**src/rtl/dcc_pkg.sv**
```systemverilog
// Package: shared geometry and state encoding for the cache controller.
// Assumes byte-wide words and a direct-mapped organisation.
package dcc_pkg;
    localparam int TAG_W  = 8;
    localparam int IDX_W  = 3;
    localparam int OFF_W  = 5;
    localparam int DATA_W = 8;
    localparam int ADDR_W = TAG_W + IDX_W + OFF_W;

    typedef enum logic [1:0] {
        ST_IDLE  = 2'd0,
        ST_EVAL  = 2'd1,
        ST_FLUSH = 2'd2,
        ST_FILL  = 2'd3
    } dcc_state_t;
endpackage

```
**src/rtl/dcc_tag_store.sv**
```systemverilog
// Tag store: one tag, valid bit and dirty bit per line, read asynchronously
// at the selected index. Assumes at most one update request per cycle.
module dcc_tag_store #(
    parameter int TAG_W = 8,
    parameter int IDX_W = 3
) (
    input  logic             clk,
    input  logic             rst_n,
    input  logic [IDX_W-1:0] idx,
    input  logic             install,
    input  logic [TAG_W-1:0] new_tag,
    input  logic             mark_dirty,
    input  logic             clean,
    output logic [TAG_W-1:0] cur_tag,
    output logic             cur_valid,
    output logic             cur_dirty
);
    localparam int LINES = 1 << IDX_W;

    logic [TAG_W-1:0] tag_q [LINES];
    logic [LINES-1:0] valid_q;
    logic [LINES-1:0] dirty_q;

    // Tag array: written when a fill completes, no reset needed.
    always_ff @(posedge clk) begin
        if (install) tag_q[idx] <= new_tag;
    end

    // Status bits: cleared by reset, set or cleared by the controller.
    always_ff @(posedge clk) begin
        if (!rst_n) begin
            valid_q <= '0;
            dirty_q <= '0;
        end else begin
            if (install) begin
                valid_q[idx] <= 1'b1;
                dirty_q[idx] <= 1'b0;
            end
            if (mark_dirty) dirty_q[idx] <= 1'b1;
            if (clean)      dirty_q[idx] <= 1'b0;
        end
    end

    // Lookup at the current index.
    always_comb begin
        cur_tag   = tag_q[idx];
        cur_valid = valid_q[idx];
        cur_dirty = dirty_q[idx];
    end

    // a completed write-back leaves the line clean.
    a_r6_clean_clears: assert property (@(posedge clk) disable iff (!rst_n)
        clean |=> !cur_dirty);
    // marking a line dirty is seen on the next cycle.
    a_r4_dirty_sets: assert property (@(posedge clk) disable iff (!rst_n)
        mark_dirty |=> cur_dirty);
endmodule

```
**src/rtl/dcc_data_ram.sv**
```systemverilog
// Cache word storage: one synchronous write port and an asynchronous read
// of the same address. Contents are undefined until filled.
module dcc_data_ram #(
    parameter int DATA_W = 8,
    parameter int AW     = 8
) (
    input  logic              clk,
    input  logic              we,
    input  logic [AW-1:0]     addr,
    input  logic [DATA_W-1:0] wdata,
    output logic [DATA_W-1:0] rdata
);
    localparam int DEPTH = 1 << AW;

    logic [DATA_W-1:0] mem_q [DEPTH];

    // Word write.
    always_ff @(posedge clk) begin
        if (we) mem_q[addr] <= wdata;
    end

    // Word read.
    assign rdata = mem_q[addr];
endmodule

```
**src/rtl/dcc_ctrl.sv**
```systemverilog
// Controller: latches a CPU request, checks for a hit, and runs write-back
// and fill bursts one word per memory acknowledge. After a fill it
// re-evaluates the request and then completes it as a hit.
module dcc_ctrl
    import dcc_pkg::*;
#(
    parameter int TAG_W  = dcc_pkg::TAG_W,
    parameter int IDX_W  = dcc_pkg::IDX_W,
    parameter int OFF_W  = dcc_pkg::OFF_W,
    parameter int DATA_W = dcc_pkg::DATA_W
) (
    input  logic                     clk,
    input  logic                     rst_n,
    input  logic                     cpu_sel,
    input  logic                     cpu_wr,
    input  logic [TAG_W+IDX_W+OFF_W-1:0] cpu_addr,
    input  logic [DATA_W-1:0]        cpu_wdata,
    output logic [DATA_W-1:0]        cpu_rdata,
    output logic                     cpu_ready,
    output logic [TAG_W+IDX_W+OFF_W-1:0] mem_addr,
    output logic                     mem_wr,
    output logic                     mem_strobe,
    input  logic                     mem_ack,
    output logic [DATA_W-1:0]        mem_wdata,
    input  logic [DATA_W-1:0]        mem_rdata,
    output logic [IDX_W-1:0]         ts_idx,
    output logic                     ts_install,
    output logic [TAG_W-1:0]         ts_new_tag,
    output logic                     ts_mark_dirty,
    output logic                     ts_clean,
    input  logic [TAG_W-1:0]         ts_tag,
    input  logic                     ts_valid,
    input  logic                     ts_dirty,
    output logic                     ram_we,
    output logic [IDX_W+OFF_W-1:0]   ram_addr,
    output logic [DATA_W-1:0]        ram_wdata,
    input  logic [DATA_W-1:0]        ram_rdata
);
    localparam int ADDR_W = TAG_W + IDX_W + OFF_W;
    localparam logic [OFF_W-1:0] LAST_OFF = '1;

    dcc_state_t        st_q, st_d;
    logic [OFF_W-1:0]  cnt_q;
    logic [TAG_W-1:0]  req_tag_q;
    logic [IDX_W-1:0]  req_idx_q;
    logic [OFF_W-1:0]  req_off_q;
    logic              req_wr_q;
    logic [DATA_W-1:0] req_wd_q;
    logic              hit, burst, step, last;

    assign hit   = ts_valid && (ts_tag == req_tag_q);
    assign burst = (st_q == ST_FLUSH) || (st_q == ST_FILL);
    assign step  = burst && mem_ack;
    assign last  = (cnt_q == LAST_OFF);

    // Next-state selection.
    always_comb begin
        st_d = st_q;
        unique case (st_q)
            ST_IDLE:  if (cpu_sel) st_d = ST_EVAL;
            ST_EVAL:  st_d = hit ? ST_IDLE : (ts_dirty ? ST_FLUSH : ST_FILL);
            ST_FLUSH: if (step && last) st_d = ST_FILL;
            ST_FILL:  if (step && last) st_d = ST_EVAL;
            default:  st_d = ST_IDLE;
        endcase
    end

    // State and burst offset registers.
    always_ff @(posedge clk) begin
        if (!rst_n) begin
            st_q  <= ST_IDLE;
            cnt_q <= '0;
        end else begin
            st_q <= st_d;
            if (step) cnt_q <= cnt_q + 1'b1;
        end
    end

    // Request capture on acceptance.
    always_ff @(posedge clk) begin
        if (!rst_n) begin
            req_tag_q <= '0;
            req_idx_q <= '0;
            req_off_q <= '0;
            req_wr_q  <= 1'b0;
            req_wd_q  <= '0;
        end else if (st_q == ST_IDLE && cpu_sel) begin
            req_tag_q <= cpu_addr[ADDR_W-1 -: TAG_W];
            req_idx_q <= cpu_addr[OFF_W +: IDX_W];
            req_off_q <= cpu_addr[OFF_W-1:0];
            req_wr_q  <= cpu_wr;
            req_wd_q  <= cpu_wdata;
        end
    end

    // Read data register, loaded on a read hit.
    always_ff @(posedge clk) begin
        if (!rst_n) cpu_rdata <= '0;
        else if (st_q == ST_EVAL && hit && !req_wr_q) cpu_rdata <= ram_rdata;
    end

    // Datapath selects toward the SRAM, the tag store and main memory.
    always_comb begin
        cpu_ready     = (st_q == ST_IDLE);
        ts_idx        = req_idx_q;
        ts_new_tag    = req_tag_q;
        ts_install    = (st_q == ST_FILL) && step && last;
        ts_clean      = (st_q == ST_FLUSH) && step && last;
        ts_mark_dirty = (st_q == ST_EVAL) && hit && req_wr_q;
        ram_addr      = burst ? {req_idx_q, cnt_q} : {req_idx_q, req_off_q};
        ram_we        = ((st_q == ST_FILL) && step) || ts_mark_dirty;
        ram_wdata     = (st_q == ST_FILL) ? mem_rdata : req_wd_q;
        mem_strobe    = burst;
        mem_wr        = (st_q == ST_FLUSH);
        mem_addr      = {((st_q == ST_FLUSH) ? ts_tag : req_tag_q), req_idx_q, cnt_q};
        mem_wdata     = ram_rdata;
    end

    // an accepted request drops ready on the next cycle.
    a_r2_busy_after_accept: assert property (@(posedge clk) disable iff (!rst_n)
        (cpu_ready && cpu_sel) |=> !cpu_ready);
    // a hit completes in the evaluation cycle.
    a_r3_hit_done: assert property (@(posedge clk) disable iff (!rst_n)
        (st_q == ST_EVAL && hit) |=> cpu_ready);
    // without acknowledge the transfer holds still.
    a_r8_strobe_hold: assert property (@(posedge clk) disable iff (!rst_n)
        (mem_strobe && !mem_ack) |=> (mem_strobe && $stable(mem_addr) && $stable(mem_wr)));
    // within a burst the word offset rises by one per acknowledge.
    a_r5_offset_step: assert property (@(posedge clk) disable iff (!rst_n)
        (mem_strobe && mem_ack && (mem_addr[OFF_W-1:0] != LAST_OFF))
        |=> (mem_strobe && (mem_addr[OFF_W-1:0] == $past(mem_addr[OFF_W-1:0]) + 1'b1)));
    // a miss on a clean line goes straight to the fill.
    a_r10_clean_fill: assert property (@(posedge clk) disable iff (!rst_n)
        (st_q == ST_EVAL && !hit && !ts_dirty) |=> (st_q == ST_FILL && !mem_wr));
    // a miss on a dirty line starts with a write-back.
    a_r6_dirty_flush: assert property (@(posedge clk) disable iff (!rst_n)
        (st_q == ST_EVAL && !hit && ts_dirty) |=> (mem_strobe && mem_wr));
endmodule

```
**src/rtl/dcache_ctrl.sv**
```systemverilog
// Top: direct-mapped write-back, write-allocate cache controller with an
// internal word array. Main memory is reached through a strobe/acknowledge
// burst port, one word per acknowledge.
module dcache_ctrl #(
    parameter int TAG_W  = dcc_pkg::TAG_W,
    parameter int IDX_W  = dcc_pkg::IDX_W,
    parameter int OFF_W  = dcc_pkg::OFF_W,
    parameter int DATA_W = dcc_pkg::DATA_W
) (
    input  logic                         clk,
    input  logic                         rst_n,
    input  logic                         cpu_sel,
    input  logic                         cpu_wr,
    input  logic [TAG_W+IDX_W+OFF_W-1:0] cpu_addr,
    input  logic [DATA_W-1:0]            cpu_wdata,
    output logic [DATA_W-1:0]            cpu_rdata,
    output logic                         cpu_ready,
    output logic [TAG_W+IDX_W+OFF_W-1:0] mem_addr,
    output logic                         mem_wr,
    output logic                         mem_strobe,
    input  logic                         mem_ack,
    output logic [DATA_W-1:0]            mem_wdata,
    input  logic [DATA_W-1:0]            mem_rdata
);
    localparam int RAM_AW = IDX_W + OFF_W;

    logic [IDX_W-1:0]  ts_idx;
    logic              ts_install, ts_mark_dirty, ts_clean;
    logic [TAG_W-1:0]  ts_new_tag, ts_tag;
    logic              ts_valid, ts_dirty;
    logic              ram_we;
    logic [RAM_AW-1:0] ram_addr;
    logic [DATA_W-1:0] ram_wdata, ram_rdata;

    dcc_ctrl #(.TAG_W(TAG_W), .IDX_W(IDX_W), .OFF_W(OFF_W), .DATA_W(DATA_W)) u_ctrl (
        .clk(clk), .rst_n(rst_n),
        .cpu_sel(cpu_sel), .cpu_wr(cpu_wr), .cpu_addr(cpu_addr),
        .cpu_wdata(cpu_wdata), .cpu_rdata(cpu_rdata), .cpu_ready(cpu_ready),
        .mem_addr(mem_addr), .mem_wr(mem_wr), .mem_strobe(mem_strobe),
        .mem_ack(mem_ack), .mem_wdata(mem_wdata), .mem_rdata(mem_rdata),
        .ts_idx(ts_idx), .ts_install(ts_install), .ts_new_tag(ts_new_tag),
        .ts_mark_dirty(ts_mark_dirty), .ts_clean(ts_clean),
        .ts_tag(ts_tag), .ts_valid(ts_valid), .ts_dirty(ts_dirty),
        .ram_we(ram_we), .ram_addr(ram_addr), .ram_wdata(ram_wdata),
        .ram_rdata(ram_rdata)
    );

    dcc_tag_store #(.TAG_W(TAG_W), .IDX_W(IDX_W)) u_tags (
        .clk(clk), .rst_n(rst_n), .idx(ts_idx), .install(ts_install),
        .new_tag(ts_new_tag), .mark_dirty(ts_mark_dirty), .clean(ts_clean),
        .cur_tag(ts_tag), .cur_valid(ts_valid), .cur_dirty(ts_dirty)
    );

    dcc_data_ram #(.DATA_W(DATA_W), .AW(RAM_AW)) u_ram (
        .clk(clk), .we(ram_we), .addr(ram_addr), .wdata(ram_wdata),
        .rdata(ram_rdata)
    );

    // the controller is ready and quiet in the cycle after reset.
    a_r1_reset_idle: assert property (@(posedge clk)
        !rst_n |=> (cpu_ready && !mem_strobe));
endmodule

```
**config.mk**
```make
export PLATFORM = sky130hd
export DESIGN_NAME = dcache_ctrl
export DESIGN_NICKNAME = d
export VERILOG_FILES = /design/src/rtl/dcc_pkg.sv /design/src/rtl/dcc_tag_store.sv /design/src/rtl/dcc_data_ram.sv /design/src/rtl/dcc_ctrl.sv /design/src/rtl/dcache_ctrl.sv
export SDC_FILE = /design/constraint.sdc
export NUM_CORES = 2
export LEC_CHECK = 0
export BUFFER_PORTS_ARGS = -buffer_cell sky130_fd_sc_hd__buf_2
export CORE_MARGIN = 3
export CORE_UTILIZATION = 45
export DETAILED_ROUTE_END_ITERATION = 16
export HOLD_SLACK_MARGIN = 0.15
export PLACE_DENSITY_LB_ADDON = 0.15
export SKIP_LAST_GASP = 1
export SYNTH_ARGS = -nofsm -noshare
export SYNTH_HDL_FRONTEND = slang
export SYNTH_SLANG_ARGS = --single-unit
```
**constraint.sdc**
```tcl
create_clock -name clk -period 3.3 [get_ports clk]
set_clock_uncertainty 0.15 [all_clocks]
set_input_delay 0.495 -clock clk [delete_from_list [all_inputs] [get_ports clk]]
set_output_delay 0.495 -clock clk [all_outputs]
set_load 0.02 [all_outputs]
```
* Yosys cells after proc, flatten, opt, wreduce, memory -nomap -nowiden
Memories as Yosys holds them, arrays and structs flattened. A register that Yosys moved wholly into a read port is not among the register bits.
Index checks and enable logic that the tools add are counted.
** Word-level totals
- Flip-flop bits (word level) :: 56
- Bits in writable memories :: 2112
- Bits of input ports :: 37
- Output and inout port bits :: 35
- Word-level logic and storage cells :: 71
- Memories :: 2
** Memories
- u_ram.mem_q :: depth 256, bits a word 8, rd ports 1, clocked after Yosys merged registers in 0, wr ports 1, RTL line dcc_data_ram.sv:15 : logic [DATA_W-1:0] mem_q [DEPTH];
- u_tags.tag_q :: depth 8, bits a word 8, rd ports 1, clocked after Yosys merged registers in 1, wr ports 1, RTL line dcc_tag_store.sv:20 : logic [TAG_W-1:0] tag_q [LINES];
** Operators by class
- Add/sub/neg operators :: 1
- $lt $le $gt $ge :: 2
- Eq/ne operators :: 8
- Muxes and demuxes :: 26
- Bitwise gates (word level) :: 5
- Reductions and logical operators :: 17
** Operators by type and width (number)
- two-way mux 8 bit :: 7
- bitwise AND 8 bit :: 2
- bitwise OR 8 bit :: 2
- logical AND 1 bit :: 12
- equality test 8 bit :: 1
- two-way mux 1 bit :: 8
- two-way mux 2 bit :: 4
- inverter 8 bit :: 1
- case mux 2 bit (4 select lines) :: 1
- binary-select mux 1 bit (select 3 bit) :: 2
- two-way mux 3 bit :: 2
- adder 5 x 1 -> 5 bit, second input constant :: 1
- equality test 5 bit, second input constant :: 1
- two-way mux 5 bit :: 1
- equality test 2 bit, second input constant :: 2
- < comparator 3 x 4 -> 1 bit, second input constant :: 1
- inequality test 2 bit, second input constant :: 2
- demux 1 bit (select 3 bit) :: 1
- greater-or-equal comparator 3 x 1 -> 1 bit, second input constant :: 1
- AND reduction 3 bit :: 1
- equality test 2 x 1 -> 1 bit, second input constant :: 1
- zero test 2 bit :: 1
- logical OR 1 bit :: 2
- inequality test 2 x 1 -> 1 bit, second input constant :: 1
- zero test 1 bit :: 1

* Longest topological paths before layout
- Word-level depth :: 13
- Gate-level depth with buffers :: 17
- Depth with buffers taken out :: 12

* Hierarchy
From an unflattened synthesis, not the netlist that was laid out.
** Unflattened totals
- Cell total of the unflattened synthesis :: 3978
- Area total of the unflattened synthesis :: 83767.8 um^2
** Modules (own cells, without submodules)
- dcc_data_ram :: instances 1, cells each 3539, area each 78332.6 um^2, sequential area each 61499.0 um^2
- dcc_tag_store :: instances 1, cells each 188, area each 3355.7 um^2, sequential area each 2242.2 um^2
- dcc_ctrl :: instances 1, cells each 251, area each 2079.5 um^2, sequential area each 800.8 um^2

* Worst setup path after synthesis
No wires, ideal clock.
- Path type :: register -> output
- Start point :: register u_ctrl.st_q[0]
- End point :: output mem_wdata[5]
- Data arrival time :: 3.083 ns
- Data required time :: 2.655 ns
- Slack :: -0.428 ns
- Cell stages (with the launch flop) :: 15
- Path buffers :: 3
- Path through :: dfxtp_1 -> inv_1 -> ha_1 -> nor2_4 -> inv_2 -> o21ai_2 -> buf_4 -> buf_6 -> clkbuf_1 -> a221oi_1 -> o22ai_1 -> nor3_1 -> o311a_1 -> a311oi_1 -> or2_1
** Between the ends
- Word-level cells in the longest chain between the ends :: 4
- Elaborated cells on any way between the ends :: 5
- Those cells by class :: eq/ne: 2; mux: 1; reduce/logical: 1; memory: 1
** Ends and longest elaborated chain
- start: declaration :: RTL line dcc_ctrl.sv:42 : dcc_state_t st_q, st_d;
- start signal: assignment :: RTL line dcc_ctrl.sv:74 : st_q <= st_d;
- equality test 2 bit
- named net mem_wr :: RTL line dcache_ctrl.sv:19 : output logic mem_wr,
- logical OR 1 bit :: RTL line dcc_ctrl.sv:52 : assign burst = (st_q == ST_FLUSH) || (st_q == ST_FILL);
- named net mem_strobe :: RTL line dcache_ctrl.sv:20 : output logic mem_strobe,
- two-way mux 5 bit :: RTL line dcc_ctrl.sv:110 : ram_addr = burst ? {req_idx_q, cnt_q} : {req_idx_q, req_off_q};
- memory read (256 x 8 bit)
- end: declaration :: RTL line dcache_ctrl.sv:22 : output logic [DATA_W-1:0] mem_wdata,
The timed path passes the listed nets, and every way through them passes these cells.

* Worst setup path after layout
- Start point :: register u_ctrl.st_q[0]
- End point :: output mem_wdata[5]
** Between the ends
- Word-level cells in the longest chain between the ends :: 4
- Elaborated cells on any way between the ends :: 5
- Those cells by class :: eq/ne: 2; mux: 1; reduce/logical: 1; memory: 1
** Ends and longest elaborated chain (RTL line)
- equality test 2 bit :: dcc_ctrl.sv:52
- logical OR 1 bit (*) :: dcc_ctrl.sv:52
- two-way mux 5 bit (*) :: dcc_ctrl.sv:110
- memory read (256 x 8 bit) (*)
Mark *: on every way between the ends. The rest lies on a longest branch, timed or not.

==> metrics.md <==
| Metric | Value |
|---|---|
| Fin cells | `8529` |
| HPWL Detailed | `156 mm` |
| Post-synth cell types | `65` |
| Hold-critical path depth | `4` |
| Layout cell share with drive strength beyond 1 | `0.312` |
| Clk slew on worst S/H paths | `0.06 ns` |
| Worst-Margin Slew | `1.38 ns` |
| Top-area cell type share of the netlist area | `0.776` |
| Grt ovf | `0` |
| Tightest Hold Check Type | `in -> reg` |
| Die Ht | `432 um` |
| CTS tree | `done` |
| Largest net degree at the start of global routing | `102` |
| Final Critical Period | `5.08 ns` |
| Max frequency | `0.197 GHz` |
| H-Tree Depth | `4` |
| Worst slew margin | `0.0831` |
| Clk sinks | `2171` |
| Final hold violations | `0` |
| Unrepaired setup endpoints after global routing | `yes` |
| Cell accounting for the most synthesized area | `edfxtp_1` |
| GRT Util Overall | `0.269` |
| Initial Util | `0.455` |
| CTS buffer count | `217` |
| Synth Flop Type | `edfxtp_1` |
| Post-synth ARST share | `0` |
| WL/cell | `30.3 um` |
| # DRC | `0` |
| Vias in the first global route | `50164` |
| Post-DRT Antenna Nets | `0` |
| First-pass GRT wire length | `363 mm` |
| Power Total | `68.8 mW` |
| Tcrit/Tclk final | `1.54` |
| Area of the core | `180000 sq um` |
| Worst vdd ir | `507 uV` |
| # setup viols final | `2065` |
| CTS root buf | `clkbuf_16` |
| Pwr dens | `652 nW/um^2` |
| CP Capture Type | `primary output` |
| Die Wd | `432 um` |
| Fin nets | `6030` |
| Failing checks | `negative setup slack` |
| Gpl congestion | `0.859` |
| Top-level port count | `72` |
| Avg Cell Area, Syn | `16.7 sq um` |
| Setup CP Type | `reg -> out` |
| Starting DRC count in detailed routing | `6440` |
| Top cells by area, synth | `edfxtp_1 (78%), a22oi_1 (6.9%), a21oi_1 (2.6%)` |
| Leak | `35.5 nW` |
| Mapped Cells | `4883` |
| Worst Path Arrival | `4.43 ns` |
| Worst Reg-to-Reg Cells | `18` |
| Num rows | `155` |
| 1st-pass router iterations | `5` |
| CP required | `2.65 ns` |
| Area growth syn-to-layout | `29.1%` |
| Via count | `51854` |
| Fin. max-slew vios | `0` |
| Drt via density | `6.08` |
| Final wirelength | `258 mm` |
| Seq/Total Area, Yosys | `0.790` |
| Count of state elements after synthesis | `2171` |
| Critical Path Fanout Max | `16` |
| Clock tree buffer depth | `3` |
| Post-Syn Area | `81700 sq um` |
| Status | `complete, but fails checks` |
| Post-synth EDFFs | `2112` |
| Max-cap violations | `0` |
| Setup TNS | `-784.43 ns` |
| Synth Net Count | `4926` |
| Dpl ws | `-1.70 ns` |
| Setup ws final | `-1.78 ns` |
| Synth warn | `0` |
| I/O Buffers | `71` |
| Initial antenna violation count | `4` |
| Inst Count DP | `7915` |
| Die footprint | `187000 sq um` |
| Clk_lat worst skew | `0.84 ns` |
| Crit start category | `flip-flop` |
[critical path, cell delays in order (launching register included)]
cell and delay [ns]:
dfxtp_4 0.38, inv_4 0.04, ha_4 0.18, nor2_4 0.13
buf_12 0.13, buf_12 0.11, clkinv_8 0.05, or3_1 0.38
o31a_2 0.19, buf_12 0.19, buf_4 0.19, o22ai_1 0.26
or4_4 0.20, o311ai_2 0.13, buf_4 0.18, a311oi_4 0.42
or2_4 0.24, buf_6 0.12
[final cells by class]
cell class / instances / area [sq um]
fillers: 13442 / 74100
clock buffers: 273 / 5760
well taps: 2355 / 2950
inverters: 14 / 67.6
flip-flops and latches: 2171 / 64600
multi-input cells: 2353 / 17900
repair buffers: 1230 / 12900
clock inverters: 128 / 1240
diodes: 5 / 12.5
[Yosys cell counts (4+ instances only)]
cell,n
edfxtp_1,2112
a22oi_1,754
a21oi_1,426
nor2_1,319
buf_2,181
nand2_1,165
a221oi_1,143
a22o_1,143
clkbuf_1,75
o22ai_1,73
nor4_1,64
dfxtp_1,59
buf_4,41
or4_1,34
o21ai_0,31
buf_1,28
buf_6,21
nand3_1,21
nand4_1,20
mux4_2,16
mux2i_1,13
inv_1,12
mux2_2,11
o41ai_1,10
nor3_1,8
xnor2_1,8
nand2b_1,7
ha_1,6
o21ai_1,6
nand2_4,5
a31oi_1,4
o211a_1,4
or3_1,4
[where the power goes]
group	switching [mW]	internal [mW]	leakage [nW]
Combinational	8.07	5.26	12.2
Sequential	0.0665	31.1	19.9
Clock	10.3	14.0	3.40
Total	18.5	50.3	35.5
[placed cells by master, fill, tap and decap left out, types with 119 or more instances in the layout]
cell,synthesis,final
buf_6,21,119
buf_12,1,139
edfxtp_1,2112,2112
a22o_1,143,141
nand2_1,165,160
clkbuf_16,0,231
buf_4,41,790
a22oi_1,754,696
nor2_1,319,245
a21oi_1,426,367
[path summary, 6_finish.rpt]
kind	slack [ns]	end	from
max	-1.78	mem_wdata[5]	u_ctrl.st_q[0]
max reg2reg	-0.54	u_ctrl.cpu_rdata[0]	u_ctrl.st_q[0]
min reg2reg	0.32	u_tags.valid_q[1]	u_tags.valid_q[1]
min	0.29	u_ctrl.ts_new_tag[3]	cpu_addr[11]
[cell families (layout without fill, tap and decap cells)]
group | count (synthesis) | after routing | share of synthesized area
xor gates and xnor gates | 9 | 9 | 0.000964
DFF | 2171 | 2171 | 0.790
muxes | 43 | 43 | 0.00833
other | 0 | 5 | 0
and+or+nand+nor | 668 | 670 | 0.0371
AOI/OAI and AO/OA | 1625 | 1625 | 0.139
adders and majority gates | 6 | 6 | 0.000918
buffers and inverters | 361 | 1645 | 0.0234
[per-layer routing]
metal / wire length [um] / GRT usage / up-vias / share of wire
met1: 109000 / 0.390 / 26622 / 0.42
li1: - / - / 22359 / -
met2: 119000 / 0.415 / 2497 / 0.46
met5: 11 / 0 / - / 0.000043
met4: 8580 / 0.0875 / 2 / 0.033
met3: 21200 / 0.0452 / 374 / 0.082
[through the flow]
| stage | instance area [sq um] | hold WS, ns | utilization |
|---|---|---|---|
| 3_5_place_dp | 92300 | 0.308 | 0.514 |
| 6_report | 105000 | 0.290 | 0.587 |
| 2_1_floorplan | 82500 | 0.284 | - |
| 3_3_place_gp | 92300 | 0.301 | 0.514 |
| 4_1_cts | 104000 | 0.223 | 0.579 |
| 5_1_grt | 105000 | 0.271 | 0.587 |
[timing repair]
item                                     CTS  global route
resized for setup                        450           252
cloned                                    39            13
pin swaps                                120            71
endpoints found under the setup margin  2072          2078
hold buffers                              28             0
hold endpoints to repair                  42             0
buffers inserted                         109            26
[sequential cells by signal, indices dropped and copies added, names as in the netlist, named ones only]
signal             cells
u_ctrl.ts_new_tag      8
u_ctrl.st_q            2
u_tags.valid_q         8
u_tags.tag_q          64
u_ram.mem_q         2048
u_tags.dirty_q         1
u_ctrl.cnt_q           5
u_ctrl.req_off_q       5
u_ctrl.ts_idx          3
u_ctrl.cpu_rdata       8
u_ctrl.req_wd_q        8
u_ctrl.req_wr_q        1
(Power assumes the default switching activity.)
